File: config.mk
export PLATFORM = sky130hd
export DESIGN_NAME = route_cmd_gen
export DESIGN_NICKNAME = d
export VERILOG_FILES = /design/src/rtl/route_gen_pkg.sv /design/src/rtl/route_hop_step.sv /design/src/rtl/route_cost_acc.sv /design/src/rtl/route_cmd_pack.sv /design/src/rtl/route_cmd_gen.sv
export SDC_FILE = /design/constraint.sdc
export NUM_CORES = 1
export LEC_CHECK = 0
export CAP_MARGIN = 20
export CORE_MARGIN = 3
export CORE_UTILIZATION = 44
export DETAILED_ROUTE_END_ITERATION = 16
export DONT_BUFFER_PORTS = 1
export GPL_TIMING_DRIVEN = 0
export PLACE_DENSITY = 0.59
export SYNTH_ARGS = -nofsm -noshare
export SYNTH_HDL_FRONTEND = slang
export SYNTH_SLANG_ARGS = --single-unit
File: constraint.sdc
create_clock -name clk -period 4.95 [get_ports clk]
set_input_delay 0.495 -clock clk [delete_from_list [all_inputs] [get_ports clk]]
set_output_delay 0.495 -clock clk [all_outputs]
set_load 0.005 [all_outputs]
File: src/rtl/route_gen_pkg.sv
`timescale 1ns/1ps
package route_gen_pkg;

    // Command kinds; the encoding is part of the command word.
    typedef enum logic [2:0] {
        K_PLACE        = 3'd0,
        K_H_MID        = 3'd1,
        K_H_END        = 3'd2,
        K_DOWN_CORNER  = 3'd3,
        K_V_END        = 3'd4,
        K_V_MID        = 3'd5,
        K_RIGHT_CORNER = 3'd6
    } conn_kind_t;

    typedef enum logic [2:0] {
        ST_IDLE,
        ST_PLACE,
        ST_HORIZ,
        ST_TURN_DOWN,
        ST_VERT,
        ST_TURN_RIGHT,
        ST_DONE
    } gen_state_t;

    localparam int KIND_W = 3;

endpackage

File: src/rtl/route_hop_step.sv
`timescale 1ns/1ps
import route_gen_pkg::*;

// Decides the next hop along one axis from the current and target cell.
module route_hop_step #(
    parameter int COORD_W  = 8,
    parameter bit VERTICAL = 1'b0
) (
    input  logic [COORD_W-1:0] cur,
    input  logic [COORD_W-1:0] dst,
    output conn_kind_t         kind,
    output logic [COORD_W-1:0] advance,
    output logic               last
);
    logic [COORD_W-1:0] remain;
    logic               long_hop;

    assign remain   = dst - cur;
    assign long_hop = (remain >= COORD_W'(2));
    assign advance  = long_hop ? COORD_W'(2) : COORD_W'(1);
    assign last     = (remain <= COORD_W'(2));

    generate
        if (VERTICAL) begin : g_vert
            assign kind = long_hop ? K_V_END : K_V_MID;
        end else begin : g_horz
            assign kind = long_hop ? K_H_END : K_H_MID;
        end
    endgenerate
endmodule

File: src/rtl/route_cost_acc.sv
`timescale 1ns/1ps
// Running command count and weighted time estimate.
module route_cost_acc #(
    parameter int CNT_W      = 16,
    parameter int TIME_W     = 32,
    parameter int PLACE_COST = 880,
    parameter int HOP_COST   = 80
) (
    input  logic              clk,
    input  logic              rst_n,
    input  logic              clear,
    input  logic              fire,
    input  logic              is_place,
    output logic [CNT_W-1:0]  count,
    output logic [TIME_W-1:0] total
);
    logic [TIME_W-1:0] weight;
    assign weight = is_place ? TIME_W'(PLACE_COST) : TIME_W'(HOP_COST);

    always_ff @(posedge clk or negedge rst_n) begin
        if (!rst_n) begin
            count <= '0;
            total <= '0;
        end else if (clear) begin
            count <= '0;
            total <= '0;
        end else if (fire) begin
            count <= count + CNT_W'(1);
            total <= total + weight;
        end
    end
endmodule

File: src/rtl/route_cmd_pack.sv
`timescale 1ns/1ps
import route_gen_pkg::*;

// Forms the command word {kind, x, y, frames}.
module route_cmd_pack #(
    parameter int COORD_W      = 8,
    parameter int FRAME_W      = 8,
    parameter int PLACE_FRAMES = 22,
    parameter int HOP_FRAMES   = 2,
    localparam int CMD_W       = KIND_W + 2*COORD_W + FRAME_W
) (
    input  conn_kind_t         kind,
    input  logic [COORD_W-1:0] x,
    input  logic [COORD_W-1:0] y,
    output logic [CMD_W-1:0]   word
);
    logic [FRAME_W-1:0] frames;
    assign frames = (kind == K_PLACE) ? FRAME_W'(PLACE_FRAMES) : FRAME_W'(HOP_FRAMES);
    assign word   = {kind, x, y, frames};
endmodule

File: src/rtl/route_cmd_gen.sv
`timescale 1ns/1ps
import route_gen_pkg::*;

module route_cmd_gen #(
    parameter int COORD_W      = 8,
    parameter int FRAME_W      = 8,
    parameter int CNT_W        = 16,
    parameter int TIME_W       = 32,
    parameter int PLACE_FRAMES = 22,
    parameter int HOP_FRAMES   = 2,
    parameter int PLACE_COST   = 880,
    parameter int HOP_COST     = 80,
    localparam int CMD_W       = KIND_W + 2*COORD_W + FRAME_W
) (
    input  logic               clk,
    input  logic               rst_n,
    input  logic               start,
    input  logic [COORD_W-1:0] src_x,
    input  logic [COORD_W-1:0] src_y,
    input  logic [COORD_W-1:0] base_x,
    input  logic [COORD_W-1:0] base_y,
    output logic               busy,
    output logic               cmd_valid,
    input  logic               cmd_ready,
    output logic [CMD_W-1:0]   cmd_data,
    output logic               done,
    output logic               rejected,
    output logic [CNT_W-1:0]   cmd_total,
    output logic [TIME_W-1:0]  time_total
);
    gen_state_t         state_q, state_d;
    logic [COORD_W-1:0] cur_x, cur_y, dst_x, dst_y;
    logic               rejected_q;

    logic               accept, refuse, fire;
    conn_kind_t         h_kind, v_kind, out_kind;
    logic [COORD_W-1:0] h_adv, v_adv;
    logic               h_last, v_last;
    logic               x_left, y_left;

    // Request acceptance and refusal (source must be west/north of base).
    assign accept = start && !busy;
    assign refuse = (src_x > base_x) || (src_y > base_y);
    assign fire   = cmd_valid && cmd_ready;
    assign x_left = (dst_x != cur_x);
    assign y_left = (dst_y != cur_y);

    route_hop_step #(.COORD_W(COORD_W), .VERTICAL(1'b0)) u_hstep (
        .cur(cur_x), .dst(dst_x), .kind(h_kind), .advance(h_adv), .last(h_last)
    );

    route_hop_step #(.COORD_W(COORD_W), .VERTICAL(1'b1)) u_vstep (
        .cur(cur_y), .dst(dst_y), .kind(v_kind), .advance(v_adv), .last(v_last)
    );

    // State register
    always_ff @(posedge clk or negedge rst_n) begin
        if (!rst_n) state_q <= ST_IDLE;
        else        state_q <= state_d;
    end

    // Next-state logic
    always_comb begin
        state_d = state_q;
        unique case (state_q)
            ST_IDLE, ST_DONE: begin
                if (start) state_d = refuse ? ST_DONE : ST_PLACE;
            end
            ST_PLACE: begin
                if (fire) begin
                    if (x_left)      state_d = ST_HORIZ;
                    else if (y_left) state_d = ST_TURN_DOWN;
                    else             state_d = ST_DONE;
                end
            end
            ST_HORIZ: begin
                if (fire && h_last) state_d = y_left ? ST_TURN_DOWN : ST_DONE;
            end
            ST_TURN_DOWN: begin
                if (fire) state_d = ST_VERT;
            end
            ST_VERT: begin
                if (fire && v_last) state_d = ST_TURN_RIGHT;
            end
            ST_TURN_RIGHT: begin
                if (fire) state_d = ST_DONE;
            end
            default: state_d = ST_IDLE;
        endcase
    end

    // Walk position and request registers
    always_ff @(posedge clk or negedge rst_n) begin
        if (!rst_n) begin
            cur_x      <= '0;
            cur_y      <= '0;
            dst_x      <= '0;
            dst_y      <= '0;
            rejected_q <= 1'b0;
        end else if (accept) begin
            cur_x      <= src_x;
            cur_y      <= src_y;
            dst_x      <= base_x;
            dst_y      <= base_y;
            rejected_q <= refuse;
        end else if (fire && state_q == ST_HORIZ) begin
            cur_x <= cur_x + h_adv;
        end else if (fire && state_q == ST_VERT) begin
            cur_y <= cur_y + v_adv;
        end
    end

    // Output logic
    always_comb begin
        cmd_valid = 1'b0;
        busy      = 1'b0;
        done      = 1'b0;
        out_kind  = K_PLACE;
        unique case (state_q)
            ST_IDLE: ;
            ST_DONE: done = 1'b1;
            ST_PLACE: begin
                cmd_valid = 1'b1; busy = 1'b1; out_kind = K_PLACE;
            end
            ST_HORIZ: begin
                cmd_valid = 1'b1; busy = 1'b1; out_kind = h_kind;
            end
            ST_TURN_DOWN: begin
                cmd_valid = 1'b1; busy = 1'b1; out_kind = K_DOWN_CORNER;
            end
            ST_VERT: begin
                cmd_valid = 1'b1; busy = 1'b1; out_kind = v_kind;
            end
            ST_TURN_RIGHT: begin
                cmd_valid = 1'b1; busy = 1'b1; out_kind = K_RIGHT_CORNER;
            end
            default: ;
        endcase
    end

    assign rejected = rejected_q && done;

    route_cmd_pack #(
        .COORD_W(COORD_W), .FRAME_W(FRAME_W),
        .PLACE_FRAMES(PLACE_FRAMES), .HOP_FRAMES(HOP_FRAMES)
    ) u_pack (
        .kind(out_kind), .x(cur_x), .y(cur_y), .word(cmd_data)
    );

    route_cost_acc #(
        .CNT_W(CNT_W), .TIME_W(TIME_W),
        .PLACE_COST(PLACE_COST), .HOP_COST(HOP_COST)
    ) u_acc (
        .clk(clk), .rst_n(rst_n), .clear(accept), .fire(fire),
        .is_place(state_q == ST_PLACE),
        .count(cmd_total), .total(time_total)
    );
endmodule

Word level (Yosys, flattened, before mapping)
Index checks and enable logic that the tools add are counted.
{"block": "totals", "ff_bits": 84, "wordCells": 81}
{"block": "op_classes", "add_sub_neg": 6, "n_reduce_logical": 18, "n_lt_le_gt_ge": 6, "n_eq_ne": 15, "n_mux": 28}
{"operator": "32-bit 2-to-1 mux", "count": 2}
{"operator": "8-bit 2-to-1 mux", "count": 5}
{"operator": "32-bit adder", "count": 1}
{"operator": "16-bit 2-to-1 mux", "count": 2}
{"operator": "3-bit 2-to-1 mux", "count": 9}
{"operator": "3-bit case mux with 6 select lines", "count": 1}
{"operator": "16-bit by 1-bit adder with 16-bit output, second input constant", "count": 1}
{"operator": "8-bit adder", "count": 2}
{"operator": "8-bit by 2-bit >= comparator with 1-bit output, second input constant", "count": 2}
{"operator": "8-bit > comparator", "count": 2}
{"operator": "8-bit by 2-bit <= comparator with 1-bit output, second input constant", "count": 2}
{"operator": "8-bit != test", "count": 2}
{"operator": "8-bit subtractor", "count": 2}
{"operator": "2-bit != test, second input constant", "count": 7}
{"operator": "3-bit case mux with 4 select lines", "count": 1}
{"operator": "10-bit 2-to-1 mux", "count": 1}
{"operator": "3-bit == test, second input constant", "count": 3}
{"operator": "1-bit logical AND", "count": 7}
{"operator": "3-bit by 2-bit == test with 1-bit output, second input constant", "count": 2}
{"operator": "3-bit zero test", "count": 2}
{"operator": "2-bit 2-to-1 mux", "count": 3}
{"operator": "6-bit AND reduction", "count": 1}
{"operator": "2-bit nonzero test", "count": 3}
{"operator": "5-bit 2-to-1 mux", "count": 1}
{"operator": "other kinds (7)", "count": 9}

Longest topological paths before layout
{"block": "depth", "word_depth": 8, "depth_mapped": 17}

Cells and area by module
Synthesis repeated with hierarchy kept, for this count alone.
{"block": "unflattened", "hier_cells": 741, "area_unflattened_um2": 6389.9}
{"mod": "route_cmd_gen", "cells_per_inst": 336, "n_inst": 1, "area_per_inst_um2": 2820.2, "seq_area_each_um2": 900.9}
{"mod": "route_cost_acc", "cells_per_inst": 249, "n_inst": 1, "area_per_inst_um2": 2384.8, "seq_area_each_um2": 1101.1}
{"mod": "route_hop_step (u_vstep)", "cells_per_inst": 64, "n_inst": 1, "area_per_inst_um2": 488.0, "seq_area_each_um2": 0.0}
{"mod": "route_hop_step (u_hstep)", "cells_per_inst": 63, "n_inst": 1, "area_per_inst_um2": 484.2, "seq_area_each_um2": 0.0}
{"mod": "route_cmd_pack", "cells_per_inst": 29, "n_inst": 1, "area_per_inst_um2": 212.7, "seq_area_each_um2": 0.0}

Worst setup path after synthesis
No wires, ideal clock.
{"block": "synth_timing", "path_type": "reg-to-reg", "from": "reg cur_x[0]", "to": "reg cur_x[6]", "period_less_slack_ns": 3.484, "arrival_time_ns": 3.338, "path_slack_ns": 1.466, "stages_incl_launch_ff": 17, "setup_time_ns": 0.146, "n_path_buf": 0, "path_cell_list": "dfrtp_1 > ha_1 > inv_1 > fa_1 > a21o_1 > a21oi_1 > mux2i_1 > o211ai_1 > nor3_1 > ha_1 > inv_1 > fa_1 > nor3_1 > nand3_1 > and2_1 > o21ai_0 > o311ai_0"}
{"block": "synth_via", "elab_chain_cells": 6}
{"item": "from (decl)", "line": "route_cmd_gen.sv:32", "source": "logic [COORD_W-1:0] cur_x, cur_y, dst_x, dst_y;"}
{"item": "from (signal assigned)", "line": "route_cmd_gen.sv:101", "source": "cur_x <= src_x;"}
{"item": "from (signal assigned)", "line": "route_cmd_gen.sv:107", "source": "cur_x <= cur_x + h_adv;"}
{"item": "8-bit subtractor", "line": "route_hop_step.sv:18", "source": "assign remain = dst - cur;"}
{"item": "8-bit by 2-bit >= comparator with 1-bit output", "line": "route_hop_step.sv:19", "source": "assign long_hop = (remain >= COORD_W'(2));"}
{"item": "2-bit 2-to-1 mux", "line": "route_hop_step.sv:20", "source": "assign advance = long_hop ? COORD_W'(2) : COORD_W'(1);"}
{"item": "8-bit adder (*)", "line": "route_cmd_gen.sv:107"}
{"item": "8-bit 2-to-1 mux (*)", "line": "route_cmd_gen.sv:106", "source": "end else if (fire && state_q == ST_HORIZ) begin"}
{"item": "8-bit 2-to-1 mux (*)", "line": "route_cmd_gen.sv:100", "source": "end else if (accept) begin"}
Mark *: on every way between the ends. The rest lies on a longest branch, timed or not. The select of a mux whose other input is x is not followed.
A chain may end at the register's enable or synchronous reset.

Final worst setup path
Ends and elaborated chain as after synthesis.

==> metrics <==
outcome finished, final reports clean; hold buffer count at cts 1; CP Capture Type flop; Post-Syn Instances around 600; Setup CP Type reg2reg; Worst-Skew Late Latency 350 ps; fraction of layout cells with a size suffix above 1 under 10%; antenna cell count 0; setup violators final 0; Nets 701; TritonCTS Buffers 9; gr usage total 20.6%; global-route wire length before repair 21.6 mm; EDFF count, synth 0; DRT iter0 DRCs slightly above 200; register bit total from synthesis 80; Synth cell types 63; LEAKAGE 2.70 nW; Clk pwr share 21.2%; Startpoint Class flop; Worst Path Arrival around 4300 ps; clk sink count 80; max-cap violations 0; Pins Over Slew Limit 0; Ys Warns 0; Min Clock Period, post-route 4090 ps; Core ar. 11600 um2; setup_tns 0 ps; most used flip-flop cell after synthesis dfrtp_1; vias in the first global route 4258; Pwr Density 601 nW/um2; routed len/inst 17.3 um; TritonCTS clock tree yes; final hold vios 0; Yosys top cell area share 38.0%; # fillers roughly 1.1k; Die ar. 13300 um2; CP Depth 16; final setup skew 7.08 ps; Tightest Hold Check Type in2async; Reg area 2000 um2; Bufs on Longest Clock Path 2; crit-path max cell delay approximately 540 ps; Post-synth ARST share between 90% and 100%; sequential share of power ~30%; Least-Margin Pin Slew 764 ps; post-synthesis sequential area ratio 38.0%; CP max stage cell nor3_1; post-DP HPWL just over 10 mm; Tot Pwr 3.50 mW; antenna violations before repair 0; buffer count from post-CTS setup fixing 0; Top Family by Delay on Critical Path adder cells; R2R Path End cur_x[6]; dominant cell by count in the synthesized netlist dfrtp_1; Die Wd 115 um; area grow syn2layout 10.8%; Final period util 82.7%; grt ovf 0; Initial Util 45.5%; Crit Path Max Fanout 5; Sw Share 43.8%; DRC violations left 0; WL final 13.3 mm; Synth area leaders dfrtp_1, ha_1, xor2_1; Slew HR 48.7%; Buf/Inv on CP 2; R2R Setup Slk 860 ps; RSZ-0062 raised after global routing false; CTS root buf clkbuf_16; pin count of the biggest net entering global routing 81; post-DR vias/cell 5.66; Synth Cell Area 5270 um2; P_sw around 1.5 mW; Avg Inst Size Synth 8.76 um2; r2r worst-path depth 16; crit path cell chain ha_1 -> inv_1 -> fa_1 -> a21o_1 -> a21oi_1 -> mux2i_1 -> o211ai_1 -> nor3_1 -> ha_1 -> inv_1 -> fa_1 -> nor3_1 -> nand3_1 -> and2_1 -> o21ai_0 -> o311ai_0; reg2reg start cur_x[0]; port bufs 0; Routed Antenna Nets 0; io pins 115; Commonest cells post-synth dfrtp_1, nand2_1, nor2_1; first-pass iteration count of the detailed router 4; row count 39; Multi-input gate area 2920 um2; fmax 0.244 GHz; Resized cells post-CTS 0; Req. time, crit path 5140 ps; Chip Height 115 um; Power Internal around 2.0 mW; Peak VDD IR 0.000256 V; clk slew on worst S/H paths approximately 60 ps; RD Place Congestion 0.830; DR vias 4356; combinational fraction of design power between 40% and 50%; H-Tree Depth 3; cell accounting for the most synthesized area dfrtp_1
## cell type report
cell class	instances	area share, %
multi-input cells	445	50.0
flip-flops and latches	80	34.3
clock buffers	11	4.33
inverters	54	3.47
well taps	143	3.07
plain buffers	30	2.98
clock inverters	5	1.35
repair buffers	1	0.472
## power groups by stage
stage	clock (mW)	combinational [mW]	sequential, mW
floorplan	0	1.32	0.980
global placement	0	1.65	1.04
detailed placement	0	1.69	1.05
CTS	0.759	1.73	1.03
global route	0.781	1.96	1.07
finish	0.744	1.73	1.03
## metrics by stage
step	worst slack [ps]	hold WS (ps)	std cells	util, %	cell area (um2)
2_1_floorplan	1470	199	609	-	5300
3_3_place_gp	975	201	752	47.3	5480
3_5_place_dp	849	201	752	47.3	5480
4_1_cts	829	68.5	769	50.4	5830
5_1_grt	449	86.7	769	50.4	5830
6_report	856	53.1	769	50.4	5830
## flip-flops by register name, summed over array words and instances, names as in the netlist
signal       count
u_acc.count     16
dst_x            8
u_acc.total     28
rejected_q       1
cur_y            8
dst_y            8
state_q          3
cur_x            8
## worst max path at each step
stage          slack [ps]      from        to
2_1_floorplan        1470  cur_x[0]  cur_x[6]
3_3_place_gp          970  cur_x[0]  cur_x[6]
3_5_place_dp          850  cur_x[0]  cur_x[6]
4_1_cts               830  cur_x[0]  cur_x[6]
5_1_grt               450  cur_x[0]  cur_x[6]
6_report              860  cur_x[0]  cur_x[6]
## cells in the final DEF (no fill, tap or decap), types with 12 or more instances in the layout
cell type,count
nor3_1,18
ha_1,39
inv_1,52
xnor2_1,19
nor2_1,58
clkbuf_1,12
dfrtp_1,80
xor2_1,31
buf_4,12
nand4_1,16
nand2_1,69
a21oi_1,19
o21ai_0,53
nand3_1,20
## cell families (layout without fill, tap and decap cells)
kind of cell | count (synthesis) | in the layout | share of synthesized area [%]
AOI/OAI and AO/OA | 115 | 115 | 14.0
xor gates and xnor gates | 51 | 51 | 8.62
adders and majority gates | 45 | 45 | 11.4
buffers and inverters | 84 | 101 | 7.15
DFF | 80 | 80 | 38.0
muxes | 3 | 3 | 0.594
other | 2 | 10 | 0.143
and+or+nand+nor | 221 | 221 | 20.1
## metal layers
layer,GRT usage (%),part of all wire [%],vias to the layer above
li1,-,-,2095
met1,26.3,44,2081
met2,31.9,45,157
met3,7.26,9.1,23
met4,8.61,2.4,0
met5,0,0,-
## worst reg2reg max path, delay by kind of cell (launching register included)
kind | cells | cell delay, ps
adders and majority gates | 4 | 1300
and+or+nand+nor | 4 | 1090
AOI/OAI and AO/OA | 5 | 790
DFF | 1 | 450
muxes | 1 | 200
buffers and inverters | 2 | 110
(Power assumes the default switching activity.)
